$ cat config.mk
export PLATFORM = sky130hd
export DESIGN_NAME = jtag_tap_ctrl
export DESIGN_NICKNAME = d
export VERILOG_FILES = /design/src/rtl/jtag_tap_ctrl.sv
export SDC_FILE = /design/constraint.sdc
export NUM_CORES = 1
export LEC_CHECK = 0
export BUFFER_PORTS_ARGS = -buffer_cell sky130_fd_sc_hd__buf_2
export CAP_MARGIN = 20
export CORE_MARGIN = 2
export CORE_UTILIZATION = 63
export CTS_CLUSTER_DIAMETER = 60
export DETAILED_ROUTE_END_ITERATION = 8
export PLACE_DENSITY = 0.85
export SLEW_MARGIN = 20
export SYNTH_ARGS = -nofsm -noshare
export SYNTH_HDL_FRONTEND = slang
export SYNTH_SLANG_ARGS = --single-unit
$ cat constraint.sdc
create_clock -name tck -period 9.3 [get_ports tck]
set_input_delay 1.86 -clock tck [delete_from_list [all_inputs] [get_ports tck]]
set_output_delay 1.86 -clock tck [all_outputs]
set_load 0.005 [all_outputs]
$ cat src/rtl/jtag_tap_ctrl.sv
module jtag_tap_ctrl #(
  parameter logic [31:0] ID_VALUE = 32'h05C1E01D,
  parameter int          DIV_W    = 8
) (
  input  logic             tck,
  input  logic             tms,
  input  logic             tdi,
  input  logic             trst_n,
  input  logic             cfg_test,
  input  logic             cfg_en,
  input  logic             bnd_so,
  output logic             tdo,
  output logic             tdo_oe,
  output logic             bnd_sel,
  output logic             mode_extest,
  output logic             mode_clamp,
  output logic             mode_highz,
  output logic             mode_unlock,
  output logic [DIV_W-1:0] clkdiv,
  output logic             capture_dr,
  output logic             shift_dr,
  output logic             update_dr
);

  localparam int IR_W = 4;
  localparam int ID_W = 32;
  localparam logic [IR_W-1:0] OP_EXTEST = 4'b0000;
  localparam logic [IR_W-1:0] OP_IDCODE = 4'b0001;
  localparam logic [IR_W-1:0] OP_SAMPLE = 4'b0010;
  localparam logic [IR_W-1:0] OP_FLOAT  = 4'b1001;
  localparam logic [IR_W-1:0] OP_UNLOCK = 4'b1011;
  localparam logic [IR_W-1:0] OP_CLAMP  = 4'b1100;
  localparam logic [IR_W-1:0] IR_CAPT   = 4'b0001;

  typedef enum logic [3:0] {
    TLR, RTI, SEL_DR, CAP_DR, SH_DR, EX1_DR, PA_DR, EX2_DR, UP_DR,
    SEL_IR, CAP_IR, SH_IR, EX1_IR, PA_IR, EX2_IR, UP_IR
  } tap_st_t;

  tap_st_t st, st_nx;
  logic [IR_W-1:0]  ir, ir_sr;
  logic [ID_W-1:0]  id_sr;
  logic [DIV_W-1:0] div_sr;
  logic             byp;
  logic             dr_bit;
  logic             rst_n;
  logic             sel_id, sel_div;

  assign rst_n = trst_n & ~cfg_test & cfg_en;

  always_comb begin
    case (st)
      TLR:     st_nx = tms ? TLR    : RTI;
      RTI:     st_nx = tms ? SEL_DR : RTI;
      SEL_DR:  st_nx = tms ? SEL_IR : CAP_DR;
      CAP_DR:  st_nx = tms ? EX1_DR : SH_DR;
      SH_DR:   st_nx = tms ? EX1_DR : SH_DR;
      EX1_DR:  st_nx = tms ? UP_DR  : PA_DR;
      PA_DR:   st_nx = tms ? EX2_DR : PA_DR;
      EX2_DR:  st_nx = tms ? UP_DR  : SH_DR;
      UP_DR:   st_nx = tms ? SEL_DR : RTI;
      SEL_IR:  st_nx = tms ? TLR    : CAP_IR;
      CAP_IR:  st_nx = tms ? EX1_IR : SH_IR;
      SH_IR:   st_nx = tms ? EX1_IR : SH_IR;
      EX1_IR:  st_nx = tms ? UP_IR  : PA_IR;
      PA_IR:   st_nx = tms ? EX2_IR : PA_IR;
      EX2_IR:  st_nx = tms ? UP_IR  : SH_IR;
      UP_IR:   st_nx = tms ? SEL_DR : RTI;
      default: st_nx = TLR;
    endcase
  end

  always_ff @(posedge tck or negedge rst_n)
    if (!rst_n) st <= TLR;
    else        st <= st_nx;

  always_ff @(posedge tck or negedge rst_n)
    if (!rst_n) begin
      ir    <= OP_IDCODE;
      ir_sr <= '0;
    end else begin
      case (st)
        CAP_IR:  ir_sr <= IR_CAPT;
        SH_IR:   ir_sr <= {tdi, ir_sr[IR_W-1:1]};
        UP_IR:   ir    <= ir_sr;
        TLR:     ir    <= OP_IDCODE;
        default: ;
      endcase
    end

  assign sel_id      = (ir == OP_IDCODE);
  assign sel_div     = (ir == OP_UNLOCK);
  assign bnd_sel     = (ir == OP_EXTEST) || (ir == OP_SAMPLE);
  assign mode_extest = (ir == OP_EXTEST);
  assign mode_clamp  = (ir == OP_CLAMP);
  assign mode_highz  = (ir == OP_FLOAT);
  assign mode_unlock = sel_div;

  always_ff @(posedge tck or negedge rst_n)
    if (!rst_n) begin
      byp    <= 1'b0;
      id_sr  <= '0;
      div_sr <= '0;
      clkdiv <= '0;
    end else begin
      case (st)
        CAP_DR: begin
          byp <= 1'b0;
          if (sel_id)  id_sr  <= ID_VALUE;
          if (sel_div) div_sr <= clkdiv;
        end
        SH_DR: begin
          byp <= tdi;
          if (sel_id)  id_sr  <= {tdi, id_sr[ID_W-1:1]};
          if (sel_div) div_sr <= {tdi, div_sr[DIV_W-1:1]};
        end
        UP_DR: if (sel_div) clkdiv <= div_sr;
        default: ;
      endcase
    end

  assign dr_bit = sel_id  ? id_sr[0]  :
                  sel_div ? div_sr[0] :
                  bnd_sel ? bnd_so    : byp;

  always_ff @(negedge tck or negedge rst_n)
    if (!rst_n) begin
      tdo    <= 1'b0;
      tdo_oe <= 1'b0;
    end else begin
      tdo    <= (st == SH_IR) ? ir_sr[0] : (st == SH_DR) ? dr_bit : 1'b0;
      tdo_oe <= (st == SH_IR) || (st == SH_DR);
    end

  assign capture_dr = (st == CAP_DR);
  assign shift_dr   = (st == SH_DR);
  assign update_dr  = (st == UP_DR);


  oe_shift_chk: assert property (@(posedge tck) disable iff (!rst_n)
    tdo_oe == (st == SH_DR || st == SH_IR));


  flags_excl_chk: assert property (@(posedge tck) disable iff (!rst_n)
    $onehot0({mode_extest, mode_clamp, mode_highz, mode_unlock}));


  div_write_chk: assert property (@(posedge tck) disable iff (!rst_n)
    !$stable(clkdiv) |-> $past(st == UP_DR && sel_div));


  ir_write_chk: assert property (@(posedge tck) disable iff (!rst_n)
    !$stable(ir) |-> $past(st == UP_IR || st == TLR));


  cap_to_shift_chk: assert property (@(posedge tck) disable iff (!rst_n)
    (capture_dr && !tms) |=> shift_dr);

endmodule

Word level (Yosys, flattened, before mapping)
Cells that the tools add are included.
{ "op_classes": {"n_lt_le_gt_ge": 0, "addsub": 0, "n_eq_ne": 24, "shift": 0, "div_mod_pow": 0, "reduce_logical": 13, "mux": 27, "n_mul": 0, "n_bitwise": 3} }
{ "ops": {"columns": ["cell", "n"], "rows": [
  ["32-bit two-way mux", 2],
  ["32-bit one-hot mux with 2 select lines", 1],
  ["4-bit one-hot mux with 12 select lines", 1],
  ["4-bit equality test, second input constant", 11],
  ["4-bit by 3-bit equality test with 1-bit output, second input constant", 4],
  ["4-bit two-way mux", 4],
  ["8-bit two-way mux", 2],
  ["4-bit one-hot mux with 2 select lines", 2],
  ["8-bit one-hot mux with 2 select lines", 1],
  ["4-bit by 2-bit equality test with 1-bit output, second input constant", 3],
  ["4-bit by 1-bit equality test with 1-bit output, second input constant", 2],
  ["4-bit zero test", 2],
  ["1-bit two-way mux", 8],
  ["2-bit by 1-bit inequality test with 1-bit output, second input constant", 4],
  ["2-bit two-way mux", 3],
  ["3-bit two-way mux", 2],
  ["3-bit AND reduction", 2],
  ["2-bit nonzero test", 3],
  ["2-bit OR reduction", 2],
  ["3-bit OR reduction", 1],
  ["1-bit bitwise AND", 2],
  ["1-bit logical OR", 2],
  ["1-bit one-hot mux with 2 select lines", 1],
  ["2-bit AND reduction", 1],
  ["1-bit inverter", 1]
]} }
{ "totals": {"mem_bits_ro": 0, "ff_bits": 63, "latchBits": 0, "elab_cells": 76, "ramBits": 0, "mem_count": 0, "output_inout_bits": 18} }

Longest topological paths before layout
Gate-level depths: netlist of the first run.
{ "depth": {"word_depth": 7, "depth_mapped": 6, "depth_no_buf": 5} }

==> results_dict.tcl, run 1 <==
set metrics [dict create \
    clock_sinks 63 \
    clk_latency_ns 0.34 \
    grt_pass1_wl_um 9384 \
    hold_depth 1 \
    die_h_um 69.80 \
    dpl_cell_area_mm2 0.002839 \
    pre_cts_slack_ns 1.781 \
    fin_setup_tns_ns 0 \
    max-slew-margin-rel_pct 40.19 \
    worst_pin_slew_ns 0.8972 \
    path_depth 1 \
    synth_edf_count 0 \
    synth_warnings 0 \
    synth_top_area_share_pct 55.05 \
    hp-start "id_sr[13]" \
    end_kind "output pin" \
    maxCapViolations 0 \
    drt-vias-per-instance 6.197 \
    ant_nets 0 \
    crit_required_ns 7.44 \
    seq_area_frac_synth_pct 57.84 \
    r2r_start "st[0]" \
    crit_chain "buf_2" \
    synth_top_flop_cell "dfrtp_1" \
    cts_resized 0 \
    path_buf_inv 1 \
    clock-root-buffer "clkbuf_8" \
    drc_errors 0 \
    finalPower_mw 0.9563 \
    cp_top_family "flip-flops" \
    grt_max_degree 50 \
    cts_tree "done" \
    n_fill_cell 279 \
    grtUsageTotal_pct 24.54 \
    die_w_um 69.80 \
    utilization_pct 75.17 \
    yosysTopAreaCell "dfrtp_1" \
    finalHoldViolCount 0 \
    synth_cell_type_count 45 \
    setup_violations 0 \
    drive_gt1_share_pct 21.56 \
    gp_congestion 0.7823 \
    holdBufCountCts 0 \
    start_util_pct 66.75 \
    vdd_drop_max_uv 156.7 \
    ys_seq_elements 63 \
    wl_per_cell_um 16.81 \
    synthCells 248 \
    multi_input_area_mm2 0.001059 \
    firstDrtPassIters 4 \
    design_area_mm2 0.003072 \
    drt_iter0_drc 131 \
    p_leak_nw 1.414 \
    synthArstFlopShare_pct 100.0 \
    skew_ns 0.01338 \
    core-area_mm2 0.004086 \
    syn2layout_area_growth_pct 12.61 \
    slowest_delay_ns 0.40 \
    num_vias 1977 \
    reg2reg_depth 5 \
    drv_slew 0 \
    path_clk_slew_ns 0.06 \
    grt_pass1_vias 1935 \
    dieArea_mm2 0.004872 \
    hold_end "id_sr[13]" \
    status "completed" \
    worst_path_max_delay_cell "dfrtn_1" \
    synth_nets 255 \
    power_density_mw_per_mm2 311.3 \
    hold_class "flop to flop" \
    reg2reg_to "tdo" \
    postCtsSetupBuffers 0 \
    path_class "flop to output pin" \
    cts_buffers 9 \
    yosys-top-cells-area "dfrtp_1 (55%), a22o_1 (6.1%), nand2_1 (4.4%)" \
    rsz0062_at_grt "no" \
    critical_path_peak_fanout 1 \
    dpl.hpwl_um 3298 \
    antenna_cells 0 \
    setup_ws_ns 1.952 \
    row_count 23 \
    gr-total-overflow 0 \
    cts_max_level 3 \
    ios 25 \
    regArea_mm2 0.001578 \
    port_buffers 24 \
    drt-total-wl_um 5361 \
    avgSynthCellArea_um2 11.00 \
    final_nets 272 \
    crit_path_start_kind "flop" \
    grt_antenna_before_repair 0 \
    cts.path.max_buffers 2 \
    syn-cell-area_mm2 0.002728 \
    worstPathArrival_ns 5.49 \
    regToRegSetupSlack_ns 2.38 \
]
==> registers in the layout, indices dropped and copies added, names as in the netlist <==
register and count:
id_sr 32, st 4, ir 4, ir_sr 4, byp 1, tdo_oe 1
div_sr 8, tdo 1, clkdiv 8
==> synth_stat cells (all sizes together), types with 2 or more instances <==
cell     number
nand2        32
nor2         21
nor2b         3
o22a         12
nand3         2
a31oi         8
buf           5
dfrtn         2
mux2          8
o32ai         2
o22ai         4
nand2b        3
a2bb2oi       2
o21ai         9
a21oi         7
or2           4
nor3          4
clkbuf       14
dfrtp        60
nand3b        4
inv           3
a221oi        2
a22o         19
==> worst max-delay path by stage <==
| stage | startpoint | to | slack (ns) |
|---|---|---|---|
| after global routing | tdo | tdo | 1.93 |
| after detailed placement | bnd_so | tdo | 1.78 |
| after CTS | tdo | tdo | 1.95 |
| after floorplan | cfg_en | tdo | 0.73 |
| final | tdo | tdo | 1.95 |
| after global placement | bnd_so | tdo | 1.79 |
==> area by class of cell <==
cell class	instances	area share [%]
tap	50	2.037
sequential	63	51.36
inverter	4	0.4888
timing repair buffer	25	4.155
multi-input combinational	162	34.46
clock inverter	3	2.118
clock buffer	12	5.377
==> placed cells by master (no fill, tap or decap), types with 2 or more instances in the layout <==
cell / instances
nor3_1: 4
nor2b_1: 3
a22o_1: 19
nand3_1: 2
inv_1: 3
buf_2: 24
dfrtp_1: 60
nand3b_1: 4
o21ai_0: 9
o22a_1: 12
or2_2: 3
nand2b_1: 3
a2bb2oi_1: 2
mux2_2: 8
dfrtn_1: 2
nand2_1: 32
nor2_1: 19
o32ai_1: 2
a31oi_1: 6
bufinv_16: 2
a31oi_2: 2
a21oi_1: 7
o22ai_1: 4
clkbuf_8: 12
a221oi_1: 2
==> cells by family (layout without fill, tap and decap cells) <==
family | Yosys count | count (layout) | synth area share, %
and+or+nand+nor | 81 | 81 | 13.99
AOI/OAI and AO/OA | 72 | 72 | 20.83
DFF | 63 | 63 | 57.84
buffers and inverters | 23 | 44 | 3.715
muxes | 8 | 8 | 3.303
xor gates and xnor gates | 1 | 1 | 0.3212
==> per-stage QoR <==
step	hold WS, ns	instances
3_5_place_dp	0.4777	304
6_report	0.4873	319
3_3_place_gp	0.4713	304
2_1_floorplan	0.4547	248
5_1_grt	0.5089	319
4_1_cts	0.4926	319
==> metal layers <==
layer	up-vias	global-route usage (%)	wire, µm
met5	-	0	0
met4	0	9.188	94
met3	8	6.250	213
met2	47	37.35	2526
met1	993	34.29	2527
li1	929	-	-
==> power by group <==
group	internal (mW)	leakage, nW	switching [mW]
Combinational	0.113	0.472	0.128
Clock	0.171	0.118	0.100
Sequential	0.355	0.824	0.0894
Total	0.638	1.41	0.318
No activity file was read; power rests on OpenSTA's default activity.
==> run 2: changes to the inputs <==
--- a/config.mk
+++ b/config.mk
@@ -5,13 +5,14 @@
 export SDC_FILE = /design/constraint.sdc
 export NUM_CORES = 1
 export LEC_CHECK = 0
+export ABC_AREA = 1
 export BUFFER_PORTS_ARGS = -buffer_cell sky130_fd_sc_hd__buf_2
 export CAP_MARGIN = 20
 export CORE_MARGIN = 2
-export CORE_UTILIZATION = 63
+export CORE_UTILIZATION = 59
 export CTS_CLUSTER_DIAMETER = 60
 export DETAILED_ROUTE_END_ITERATION = 8
-export PLACE_DENSITY = 0.85
+export PLACE_DENSITY = 0.8
 export SLEW_MARGIN = 20
 export SYNTH_ARGS = -nofsm -noshare
 export SYNTH_HDL_FRONTEND = slang
==> constraint.sdc (replaced) <==
create_clock -name tck -period 6.85 [get_ports tck]
set_input_delay 1.37 -clock tck [delete_from_list [all_inputs] [get_ports tck]]
set_output_delay 1.37 -clock tck [all_outputs]
set_load 0.005 [all_outputs]
==> run 2 against run 1 <==
  * Synthesized cell count is 39% higher
  * Clock power rose by 16%
  * Final cell count is 38% higher
  * Core utilization fell by 7.2 points
  * Wire length grew 4.3%
  * Worst setup slack got worse by 0.71 ns
  * Via count is 17% higher
  * Clock-buffer cell count up 1
  * Die area rose by 12%
  * Clock skew fell by 0.0045 ns
  * Largest cell class unchanged
  * Critical path depth unchanged
  * Area after synthesis rose by 5.5%
==> results_dict.tcl, run 2 <==
set metrics [dict create \
    status "completed" \
    dpl.hpwl_um 3639 \
    postCtsSetupBuffers 0 \
    power_density_mw_per_mm2 384.1 \
    maxCapViolations 0 \
    p_leak_nw 1.758 \
    core-area_mm2 0.004723 \
    top_register "id_sr" \
    top_regs "id_sr x32, clkdiv x8, div_sr x8" \
    row_count 25 \
    num_vias 2312 \
    drc_errors 0 \
    hp-start "id_sr[12]" \
    n_fill_cell 378 \
    whs_ns 0.4750 \
    synth_commonest_cells "nand2_1 (112), dfrtp_1 (60), inv_1 (35)" \
    worst_path_max_delay_cell "dfrtn_1" \
    yosysTopAreaCell "dfrtp_1" \
    wl_per_cell_um 12.71 \
    die_w_um 73.84 \
    drv_slew 0 \
    vdd_drop_max_uv 256.2 \
    cts_resized 0 \
    drive_gt1_share_pct 16.09 \
    seq_area_frac_synth_pct 54.83 \
    synthArstFlopShare_pct 100.0 \
    skew_ns 0.008891 \
    hold_depth 2 \
    cts_buffers 9 \
    layout_commonest_cell "nand2_1" \
    cts_tree "done" \
    drt-total-wl_um 5591 \
    hold_end "id_sr[12]" \
    dieArea_mm2 0.005452 \
    die_h_um 73.84 \
    grt_pass1_wl_um 9363 \
    regToRegSetupSlack_ns 1.63 \
    synth_top_area_share_pct 52.17 \
    path_class "flop to output pin" \
    clock-root-buffer "clkbuf_8" \
    layout_common_cells "nand2_1 (112), dfrtp_1 (60), inv_1 (35), nand3_1 (31), buf_2 (24)" \
    yosys-top-cells-area "dfrtp_1 (52%), nand2_1 (15%), nand3_1 (5.4%)" \
    syn-cell-area_mm2 0.002878 \
    syn2layout_area_growth_pct 11.48 \
    end_kind "output pin" \
    utilization_pct 67.92 \
    final_nets 375 \
    finalHoldViolCount 0 \
    crit_chain "buf_2" \
    path_buf_inv 1 \
    synth.most_common_cell "nand2_1" \
    synth_cell_type_count 27 \
    synth_nets 352 \
    crit_path_start_kind "flop" \
    grt_antenna_before_repair 0 \
    holdBufCountCts 0 \
    crit_required_ns 5.48 \
    ios 25 \
    path_clk_slew_ns 0.06 \
    max-slew-margin-rel_pct 49.54 \
    ant_nets 0 \
    rsz0062_at_grt "no" \
    drt_iter0_drc 241 \
    critical_path_peak_fanout 1 \
    firstDrtPassIters 4 \
    drt-vias-per-instance 5.255 \
    synthCells 345 \
    grt_max_degree 62 \
    dpl_cell_area_mm2 0.003017 \
    clk_latency_ns 0.33 \
    slowest_delay_ns 0.39 \
    synth_top_flop_cell "dfrtp_1" \
    synth_edf_count 0 \
    reg2reg_to "tdo" \
    antenna_cells 0 \
    clock_sinks 63 \
    r2r_start "st[0]" \
    start_util_pct 60.93 \
    hold_class "flop to flop" \
    synth_warnings 0 \
    ys_seq_elements 63 \
    cts.path.max_buffers 2 \
    finalPower_mw 1.232 \
    worstPathArrival_ns 4.24 \
    cp_top_family "flip-flops" \
    avgSynthCellArea_um2 8.341 \
    worst_pin_slew_ns 0.7569 \
    design_area_mm2 0.003208 \
    gp_congestion 0.8368 \
    grtUsageTotal_pct 22.95 \
    cts_max_level 3 \
    largest_reg_flops 32 \
    gr-total-overflow 0 \
    fin_setup_tns_ns 0 \
    grt_pass1_vias 2093 \
    port_buffers 24 \
    reg2reg_depth 7 \
    setup_violations 0 \
]
run 2: cell count changes after synthesis, sizes merged, moves of 12 or more:
cell	previous run	this run
inv	3	39
nand2	32	117
nand3	2	31
o21ai	9	39
a22o	19	0
o22a	12	0
clkbuf	14	0
run 2: final cells by class:
type	count	area, µm²	area share, %
repair buffers	25	127.6	3.978
well taps	67	83.83	2.613
multi-input cells	230	1081	33.70
clock buffers	13	148.9	4.641
flip-flops and latches	63	1578	49.18
inverters	39	146.4	4.563
clock inverters	3	42.54	1.326
run 2: metrics by stage:
| stage | instances | worst slack [ns] |
|---|---|---|
| final | 440 | 1.245 |
| after global routing | 440 | 1.217 |
| after CTS | 440 | 1.235 |
| after detailed placement | 424 | 1.427 |
| after global placement | 424 | 1.428 |
| after floorplan | 345 | 0.9460 |
run 2: where the power goes:
group          leakage [nW]  internal [mW]  total, mW  switching [mW]
logic                 0.829          0.116      0.362           0.246
clock network        0.0936          0.178      0.315           0.137
registers             0.835          0.486      0.555          0.0688
total                  1.76          0.781       1.23           0.452
run 2: worst max path at each step:
stage,start,slack (ns),end,cells past startpoint
detailed placement,bnd_so,1.43,tdo,7
CTS,tdo_oe,1.23,tdo_oe,1
global placement,bnd_so,1.43,tdo,7
global route,tdo_oe,1.22,tdo_oe,1
finish,tdo_oe,1.24,tdo_oe,1
floorplan,cfg_en,0.95,tdo,2
run 2: kinds of logic after synthesis:
family                 count (synthesis)  share of synthesized area (%)
flip-flops                            63                          54.83
AND/OR/NAND/NOR                      178                          26.57
buffers and inverters                 52                          7.870
AO/OA/AOI/OAI                         52                          10.74
run 2: per-layer routing:
metal	routed length [µm]	vias up	share of wire (%)	GRT usage (%)
met5	0	-	0	0
met2	2623	69	47	34.13
met3	266	10	4.8	5.761
met1	2599	1088	46	31.73
met4	102	0	1.8	10.51
li1	-	1145	-	-
==> run 3: changes to the inputs <==
--- a/config.mk
+++ b/config.mk
@@ -9,10 +9,10 @@
 export BUFFER_PORTS_ARGS = -buffer_cell sky130_fd_sc_hd__buf_2
 export CAP_MARGIN = 20
 export CORE_MARGIN = 2
-export CORE_UTILIZATION = 59
+export CORE_UTILIZATION = 53
 export CTS_CLUSTER_DIAMETER = 60
 export DETAILED_ROUTE_END_ITERATION = 8
-export PLACE_DENSITY = 0.8
+export PLACE_DENSITY = 0.76
 export SLEW_MARGIN = 20
 export SYNTH_ARGS = -nofsm -noshare
 export SYNTH_HDL_FRONTEND = slang
==> constraint.sdc (replaced) <==
create_clock -name tck -period 4.91 [get_ports tck]
set_input_delay 0.982 -clock tck [delete_from_list [all_inputs] [get_ports tck]]
set_output_delay 0.982 -clock tck [all_outputs]
set_load 0.005 [all_outputs]
==> run 3 against run 2 <==
  * Clock-buffer cell count shrank 1
  * Global-route usage shrank 3.4 points
  * Core utilization shrank 5.8 points
  * Sequential power grew 39%
  * First-iteration DRC count shrank 35%
  * Highest routed layer unchanged
  * Clock power grew 30%
  * Critical path depth is the same
  * Combinational power grew 39%
  * Final cell count grew 0.68%
  * Via count shrank 1.3%
  * Power grew 37%
==> results_dict.tcl, run 3 (synthesis gave the netlist of run 2 again) <==
set metrics [dict create \
    drt-total-wl_um 5336 \
    crit_chain "buf_2" \
    maxCapViolations 0 \
    hold_end "id_sr[10]" \
    regToRegSetupSlack_ns 1.05 \
    setup_violations 0 \
    power_density_mw_per_mm2 525.3 \
    worstPathArrival_ns 3.27 \
    slowest_delay_ns 0.39 \
    dieArea_mm2 0.006035 \
    cts_buffers 9 \
    reg2reg_to "tdo" \
    holdBufCountCts 0 \
    worst_path_max_delay_cell "dfrtn_1" \
    wl_per_cell_um 12.05 \
    gp_congestion 0.9645 \
    antenna_cells 0 \
    die_w_um 77.69 \
    crit_required_ns 3.93 \
    hold_class "flop to flop" \
    drive_gt1_share_pct 16.89 \
    cts_tree "done" \
    drv_slew 0 \
    layout_common_cells "nand2_1 (112), dfrtp_1 (60), inv_1 (35), nand3_1 (31), buf_2 (24)" \
    utilization_pct 62.07 \
    grt_pass1_wl_um 9128 \
    status "completed" \
    row_count 26 \
    drc_errors 0 \
    cts.path.max_buffers 2 \
    p_leak_nw 1.764 \
    skew_ns 0.02109 \
    gr-total-overflow 0 \
    vdd_drop_max_uv 234.0 \
    cp_top_family "flip-flops" \
    layout_commonest_cell "nand2_1" \
    final_nets 376 \
    grtUsageTotal_pct 19.52 \
    rsz0062_at_grt "no" \
    port_buffers 24 \
    die_h_um 77.69 \
    hold_depth 2 \
    syn2layout_area_growth_pct 11.57 \
    clock-root-buffer "clkbuf_8" \
    fin_setup_tns_ns 0 \
    firstDrtPassIters 6 \
    crit_path_start_kind "flop" \
    cts_resized 0 \
    top_register "id_sr" \
    max-slew-margin-rel_pct 56.06 \
    core-area_mm2 0.005172 \
    ant_nets 0 \
    path_clk_slew_ns 0.06 \
    worst_pin_slew_ns 0.6584 \
    clock_sinks 63 \
    grt_antenna_before_repair 0 \
    finalHoldViolCount 0 \
    r2r_start "st[3]" \
    critical_path_peak_fanout 1 \
    num_vias 2281 \
    path_buf_inv 1 \
    top_regs "id_sr x32, clkdiv x8, div_sr x8" \
    cts_max_level 3 \
    postCtsSetupBuffers 0 \
    start_util_pct 55.64 \
    clk_latency_ns 0.34 \
    ios 25 \
    reg2reg_depth 7 \
    path_class "flop to output pin" \
    end_kind "output pin" \
    largest_reg_flops 32 \
    drt_iter0_drc 157 \
    drt-vias-per-instance 5.149 \
    dpl.hpwl_um 3632 \
    grt_max_degree 52 \
    hp-start "id_sr[10]" \
    grt_pass1_vias 2076 \
]
run 3: cell types whose count changed in the layout (fill, tap and decap cells not counted):
cell	before	now
bufinv_16	1	0
buf_4	1	2
clkinv_2	1	2
clkbuf_1	3	0
clkbuf_8	10	12
run 3: how the worst max path moves through the flow:
stage          depth (start not counted)     end  startpoint
3_5_place_dp                           7     tdo      bnd_so
3_3_place_gp                           7     tdo      bnd_so
2_1_floorplan                          2     tdo      cfg_en
5_1_grt                                1  tdo_oe      tdo_oe
4_1_cts                                1  tdo_oe      tdo_oe
6_report                               1  tdo_oe      tdo_oe
run 3: routing by layer:
layer	routed length (µm)	track usage, %	part of all wire (%)	vias to the layer above
li1	-	-	-	1147
met1	2533	26.41	47	1055
met2	2404	28.53	45	69
met3	319	7.674	6.0	10
met4	78	7.143	1.5	0
met5	0	0	0	-
run 3: cell type report:
cell class	instances	area (µm²)
Multi-Input combinational cell	230	1081
Timing Repair Buffer	26	135.1
Tap cell	70	87.58
Sequential cell	63	1578
Inverter	39	146.4
Fill cell	435	1962
Clock inverter	3	17.52
Clock buffer	12	165.2
run 3: stage by stage:
stage	area (µm²)	worst slack (ns)	hold WS, ns	power, mW	cells
6_report	3211	0.6576	0.4713	1.686	443
5_1_grt	3211	0.6208	0.5021	1.825	443
4_1_cts	3211	0.6374	0.4758	1.703	443
3_5_place_dp	3028	0.8460	0.4588	1.286	428
3_3_place_gp	3028	0.8430	0.4538	1.260	428
2_1_floorplan	2885	0.3640	0.4425	1.176	345
run 3: where the power goes:
group	internal, mW	switching (mW)	leakage [nW]
clock network	0.220	0.190	0.0942
logic	0.166	0.337	0.835
registers	0.679	0.0946	0.835
